### src/rtl/csel_pkg.sv
package csel_pkg;

  // Number of groups: widths start at first_w and grow by one until the word is covered.
  function automatic int unsigned grp_count(input int unsigned width, input int unsigned first_w);
    int unsigned acc;
    int unsigned n;
    acc = 0;
    n   = 0;
    while (acc < width) begin
      acc = acc + first_w + n;
      n   = n + 1;
    end
    return n;
  endfunction

  // Lowest bit index of group idx.
  function automatic int unsigned grp_lo(input int unsigned idx, input int unsigned first_w);
    return idx * first_w + (idx * (idx - ((idx == 0) ? 0 : 1))) / 2;
  endfunction

  // Width of group idx; the top group is clipped to the remaining bits.
  function automatic int unsigned grp_w(input int unsigned idx, input int unsigned width,
                                        input int unsigned first_w);
    int unsigned lo;
    int unsigned nominal;
    lo      = grp_lo(idx, first_w);
    nominal = first_w + idx;
    return (lo + nominal > width) ? (width - lo) : nominal;
  endfunction

endpackage

### src/rtl/csel_ripple.sv
module csel_ripple #(
  parameter int W = 4
) (
  input  logic [W-1:0] a_i,
  input  logic [W-1:0] b_i,
  input  logic         cin_i,
  output logic [W-1:0] s_o,
  output logic         cout_o
);

  logic [W:0] chain;

  assign chain[0] = cin_i;

  for (genvar i = 0; i < W; i++) begin : g_bit
    logic half;
    assign half        = a_i[i] ^ b_i[i];
    assign s_o[i]      = half ^ chain[i];
    assign chain[i+1]  = (a_i[i] & b_i[i]) | (half & chain[i]);
  end

  assign cout_o = chain[W];

  always_comb begin
    AST_RIPPLE_ARITH: assert ({cout_o, s_o} == ({1'b0, a_i} + {1'b0, b_i} + (W+1)'(cin_i)))
      else $error("ripple slice result differs from arithmetic sum");
  end

endmodule

### src/rtl/csel_group.sv
module csel_group #(
  parameter int W = 5
) (
  input  logic [W-1:0] a_i,
  input  logic [W-1:0] b_i,
  input  logic         sel_i,
  output logic [W-1:0] sum_o,
  output logic         cout_o
);

  logic [W-1:0] sum_zero;
  logic [W-1:0] sum_one;
  logic         cy_zero;
  logic         cy_one;

  csel_ripple #(.W(W)) u_assume0 (
    .a_i   (a_i),
    .b_i   (b_i),
    .cin_i (1'b0),
    .s_o   (sum_zero),
    .cout_o(cy_zero)
  );

  csel_ripple #(.W(W)) u_assume1 (
    .a_i   (a_i),
    .b_i   (b_i),
    .cin_i (1'b1),
    .s_o   (sum_one),
    .cout_o(cy_one)
  );

  always_comb begin
    sum_o  = sel_i ? sum_one : sum_zero;
    cout_o = sel_i ? cy_one  : cy_zero;
  end

  always_comb begin
    AST_PAIR_STEP: assert ({cy_one, sum_one} == ({cy_zero, sum_zero} + (W+1)'(1)))
      else $error("candidate pair not one apart");
    AST_GROUP_ARITH: assert ({cout_o, sum_o} == ({1'b0, a_i} + {1'b0, b_i} + (W+1)'(sel_i)))
      else $error("selected group result wrong for incoming carry");
  end

endmodule

### src/rtl/csel_sqrt_adder.sv
module csel_sqrt_adder #(
  parameter int WIDTH   = 32,
  parameter int FIRST_W = 4
) (
  input  logic [WIDTH-1:0] a_i,
  input  logic [WIDTH-1:0] b_i,
  input  logic             cin_i,
  output logic [WIDTH-1:0] sum_o,
  output logic             cout_o
);

  import csel_pkg::*;

  localparam int NGRP = int'(grp_count(WIDTH, FIRST_W));

  logic [NGRP:0] grp_carry;

  assign grp_carry[0] = cin_i;

  for (genvar g = 0; g < NGRP; g++) begin : g_grp
    localparam int LO = int'(grp_lo(g, FIRST_W));
    localparam int GW = int'(grp_w(g, WIDTH, FIRST_W));
    if (g == 0) begin : g_base
      csel_ripple #(.W(GW)) u_base (
        .a_i   (a_i[LO +: GW]),
        .b_i   (b_i[LO +: GW]),
        .cin_i (grp_carry[g]),
        .s_o   (sum_o[LO +: GW]),
        .cout_o(grp_carry[g+1])
      );
    end else begin : g_sel
      csel_group #(.W(GW)) u_sel (
        .a_i   (a_i[LO +: GW]),
        .b_i   (b_i[LO +: GW]),
        .sel_i (grp_carry[g]),
        .sum_o (sum_o[LO +: GW]),
        .cout_o(grp_carry[g+1])
      );
    end
  end

  assign cout_o = grp_carry[NGRP];

  localparam int BASE_W = FIRST_W;

  always_comb begin
    AST_WORD_TOTAL: assert ({cout_o, sum_o} == ({1'b0, a_i} + {1'b0, b_i} + (WIDTH+1)'(cin_i)))
      else $error("word sum mismatch");
    AST_BASE_FROM_CIN: assert (sum_o[BASE_W-1:0] ==
                               (a_i[BASE_W-1:0] + b_i[BASE_W-1:0] + BASE_W'(cin_i)))
      else $error("lowest group not fed by carry-in");
  end

endmodule

### config.mk
export PLATFORM = sky130hd
export DESIGN_NAME = csel_sqrt_adder
export DESIGN_NICKNAME = d
export VERILOG_FILES = /design/src/rtl/csel_pkg.sv /design/src/rtl/csel_ripple.sv /design/src/rtl/csel_group.sv /design/src/rtl/csel_sqrt_adder.sv
export SDC_FILE = /design/constraint.sdc
export NUM_CORES = 1
export LEC_CHECK = 0
export ABC_CLOCK_PERIOD_IN_PS = 54600
export BUFFER_PORTS_ARGS = -buffer_cell sky130_fd_sc_hd__buf_2
export CORE_MARGIN = 1
export CORE_UTILIZATION = 38
export DETAILED_ROUTE_END_ITERATION = 8
export PLACE_DENSITY = 0.95
export SYNTH_ARGS = -nofsm -noshare
export SYNTH_HDL_FRONTEND = slang
export SYNTH_SLANG_ARGS = --single-unit
### constraint.sdc
create_clock -name vclk -period 54.6
set_clock_uncertainty 0.1 [all_clocks]
set_input_delay 13.65 -clock vclk [all_inputs]
set_output_delay 13.65 -clock vclk [all_outputs]
set_load 0.01 [all_outputs]
---- After elaboration in Yosys (flattened, before gate mapping) ----
Cells that the tools add are included.
Widths: inputs -> output; s select.
word-level totals
  flip-flop bits (word level) ............. 0
  bits in latches ......................... 0
  bits in writable memories ............... 0
  bits in read-only memories .............. 0
  bits of input ports ..................... 65
  output and inout bits ................... 33
  logic and storage cells ................. 234
  memories kept ........................... 0
cells by class
  add/sub/neg operators ................... 0
  multiply operators ...................... 0
  divide/modulo/power cells ............... 0
  order comparisons ....................... 0
  equality and inequality tests ........... 0
  shift-type cells ........................ 0
  muxes and demuxes ....................... 10
  bitwise gates (word level) .............. 224
  reductions and logical operators ........ 0
operator list
  kind         count
  $and 1x1->1  82
  $xor 1x1->1  82
  $or 1x1->1   55
  $mux 8       1
  $mux 7       1
  $mux 6       1
  $mux 1       5
  $mux 5       1
  $not 1->1    5
  $mux 2       1

---- Logic depth before layout (Yosys ltp) ----
  depth in word-level cells ............... 18
  mapped depth ............................ 36
  mapped depth without buffers ............ 36

---- Cells and area by module ----
From an unflattened synthesis, not the netlist that was laid out.
second synthesis, totals
  cells, all modules ...................... 213
  area total of the unflattened synthesis .. 2165.8 um^2
by module, submodules not included
  module                                            times used  cells each  area each (um^2)  sequential area each (um^2)
  csel_ripple (g_grp[4].g_sel.u_sel.u_assume0 ...)  2           18          197.7             0.0
  csel_ripple (g_grp[3].g_sel.u_sel.u_assume0 ...)  2           17          177.7             0.0
  csel_ripple (g_grp[2].g_sel.u_sel.u_assume0 ...)  2           16          157.7             0.0
  csel_ripple (g_grp[1].g_sel.u_sel.u_assume0 ...)  2           15          137.6             0.0
  csel_group (g_grp[4].g_sel.u_sel)                 1           12          153.9             0.0
  csel_ripple (g_grp[5].g_sel.u_sel.u_assume0 ...)  2           10          70.1              0.0
  csel_group (g_grp[3].g_sel.u_sel)                 1           11          138.9             0.0
  csel_group (g_grp[2].g_sel.u_sel)                 1           10          123.9             0.0
  csel_ripple (g_grp[0].g_base.u_base)              1           14          117.6             0.0
  csel_group (g_grp[1].g_sel.u_sel)                 1           9           108.9             0.0
  csel_group (g_grp[5].g_sel.u_sel)                 1           5           41.3              0.0

---- Worst setup path before layout ----
Ideal clock, no wire load.
  path type ............................... input port to output port
  start ................................... input a_i[0]
  end ..................................... output sum_o[31]
  arrival time ............................ 24.825 ns
  required time ........................... 40.850 ns
  path slack .............................. 16.025 ns
  stages .................................. 36
  buffers on the path ..................... 0
  cell sequence ........................... inv_1 fa_1 inv_1 fa_1 fa_1 fa_1 mux2i_1 fa_1 fa_1 fa_1 fa_1 nor2_1 a21oi_1 fa_1 fa_1 fa_1 fa_1 fa_1 mux2i_1 fa_1 fa_1 fa_1 fa_1 fa_1 fa_1 mux2i_1 fa_1 fa_1 fa_1 fa_1 fa_1 fa_1 fa_1 mux2i_1 fa_1 inv_1
on the way
  cells in the longest elaborated chain, start to end .. 14
  elaborated cells on any way between the ends .. 15
  those cells by class .................... 5 x mux; 10 x bitwise
RTL lines
  what                     line                  source
  start, declared          csel_sqrt_adder.sv:5  input logic [WIDTH-1:0] a_i,
  $xor 1x1->1              csel_ripple.sv:17     assign half = a_i[i] ^ b_i[i];
  $and 1x1->1              csel_ripple.sv:19     assign chain[i+1] = (a_i[i] & b_i[i]) | (half & chain[i]);
  $or 1x1->1 (*)           csel_ripple.sv:19
  $and 1x1->1 (*)          csel_ripple.sv:19
  $or 1x1->1 (*)           csel_ripple.sv:19
  $and 1x1->1 (*)          csel_ripple.sv:19
  $or 1x1->1 (*)           csel_ripple.sv:19
  $and 1x1->1 (*)          csel_ripple.sv:19
  $or 1x1->1 (*)           csel_ripple.sv:19
  $mux 1 (*) (4 in a row)  csel_group.sv:34      cout_o = sel_i ? cy_one : cy_zero;
  $mux 2 (*)               csel_group.sv:33      sum_o = sel_i ? sum_one : sum_zero;
  end, declared            csel_sqrt_adder.sv:8  output logic [WIDTH-1:0] sum_o,
Every way passes the cells marked *; elsewhere a longest branch is shown, timed or not.

---- Final worst setup path ----
Same ends and word-level chain as after synthesis.

==> impl_metrics.env <==
export IMPL_synth_top_area_cell="fa_1"
export IMPL_critPathMaxStageDelay_ps=440
export IMPL_path_max_fanout=3
export IMPL_dpl_cell_area_um2=1370
export IMPL_crit_top_cell="fa_1"
export IMPL_wl_per_cell_um=12.8
export IMPL_ys_types=7
export IMPL_yosysTopAreaCellShare=0.640
export IMPL_die_w_um=49.1
export IMPL_maxSlewHeadroom=0.865
export IMPL_ios=98
export IMPL_antenna_found_initial=0
export IMPL_initial_core_util=0.418
export IMPL_dp_cells=196
export IMPL_hold_worst_slack_ps=27550
export IMPL_netlist_area_um2=845
export IMPL_drc=0
export IMPL_grt_pass1_vias=974
export IMPL_grt_pass1_wl_um=4140
export IMPL_critical_path_slowest_cell="fa_1"
export IMPL_synth_warnings=0
export IMPL_ctsResizeCount=0
export IMPL_n_clock_buffer=0
export IMPL_dr_pass1_iters=3
export IMPL_path_class="input port to primary output"
export IMPL_drt_iter0_markers=3
export IMPL_status="finished clean"
export IMPL_maxCapViolCount=0
export IMPL_p_leak_uw=0.000822
export IMPL_area_growth_pct=62.1
export IMPL_num_fill_cells=170
export IMPL_drv_slew=0
export IMPL_rsz0062_at_grt="no"
export IMPL_final_nets=273
export IMPL_synth_common_cells="fa_1 (27), inv_1 (23), ha_1 (10)"
export IMPL_syn_inst=71
export IMPL_grt_ovfl_total=0
export IMPL_postCtsSetupRepairBufs=0
export IMPL_die_h_um=49.1
export IMPL_worst_setup_path_end_kind="primary output"
export IMPL_hold_class="input port to primary output"
export IMPL_ir_drop_uv=7.37
export IMPL_fp_coreArea_um2=2020
export IMPL_port_buffers=98
export IMPL_syn_avg_cell_area_um2=11.9
export IMPL_power_density_nw_per_um2=12.8
export IMPL_synthesis_nets=173
export IMPL_ctsHoldBuffers=0
export IMPL_avgViaCountPerCell=4.34
export IMPL_worst_slew_pin_slew_ps=197
export IMPL_diodes=0
export IMPL_ys_seq_area_frac=0
export IMPL_seqCellArea_um2=0
export IMPL_utilization=0.677
export IMPL_synthTopCellsByArea="fa_1 (64%), ha_1 (15%), inv_1 (10%)"
export IMPL_period_needed_ps=39300
export IMPL_fmax_mhz=25.4
export IMPL_path_delay_family="adder cells"
export IMPL_multi_input_area_um2=758
export IMPL_fin_setup_tns_ps=0
export IMPL_fin_crit_sh=0.720
export IMPL_path_buf_inv=5
export IMPL_antenna_left=0
export IMPL_final_cells=196
export IMPL_critPathLaunchType="input port"
export IMPL_gp_congestion=0.768
export IMPL_arrival_ps=25550
export IMPL_hold_violations=0
export IMPL_setup_viol=0
export IMPL_die_area_um2=2420
export IMPL_vias=850
export IMPL_grt_usage=0.222
export IMPL_synthMostInstantiatedCell="fa_1"
export IMPL_wirelength_um=2520
export IMPL_dp_hpwl_um=2510
export IMPL_critPathRequiredTime_ps=40850
export IMPL_final_area_um2=1370
export IMPL_num_rows=16
export IMPL_seq_cells=0
export IMPL_drive_gt1_frac=0.580
export IMPL_grt_start_max_net_pins=4
-- cell type report --
type                            count  area share
Timing Repair Buffer               98       0.358
Tap cell                           27      0.0247
Inverter                           23      0.0631
Multi-Input combinational cell     48       0.554
-- tightest hold or removal path, stage by stage --
cell,delay [ps]
buf_2,90
fa_1,140
buf_2,120
-- through the flow --
stage	total power [uW]	setup slack (ps)
after floorplan	9.78	16020
after detailed placement	17.7	15280
final	17.5	15300
after global placement	16.7	15590
after global routing	19.4	14890
after CTS	17.8	15280
-- cell usage in the layout (no fill, tap or decap) --
cell     netlist  layout
mux2i_1        4       4
xor2_1         5       5
nor2_1         1       1
ha_1          10      10
buf_2          0      98
inv_1         23      23
fa_1          27      27
a21oi_1        1       1
-- final timing paths --
check / from / endpoint / slack [ps] / cells after the start
max: a_i[0] / sum_o[31] / 15300 / 38
min: b_i[16] / sum_o[16] / 27550 / 3
-- report_power, final --
part,internal [uW],switching (uW),total (uW)
Clock,0,0,0
Sequential,0,0,0
Combinational,8.17,9.33,17.5
Total,8.17,9.33,17.5
-- cell families after synthesis --
kind of cell               after synthesis  share of synthesized area
adders and majority gates               37                      0.788
buffers and inverters                   23                      0.102
and+or+nand+nor                          1                    0.00444
muxes                                    4                     0.0474
xor gates and xnor gates                 5                     0.0518
AOI/OAI and AO/OA                        1                    0.00592
-- routing by layer --
layer	vias to the layer above	track usage	share of wire	wire length, um
met3	0	0.0405	0.11	279
met5	-	0	0	0
met4	0	0	0	0
met2	68	0.463	0.56	1410
met1	386	0.237	0.33	827
li1	396	-	-	-
Note: power is estimated with default switching activity, not from simulation.
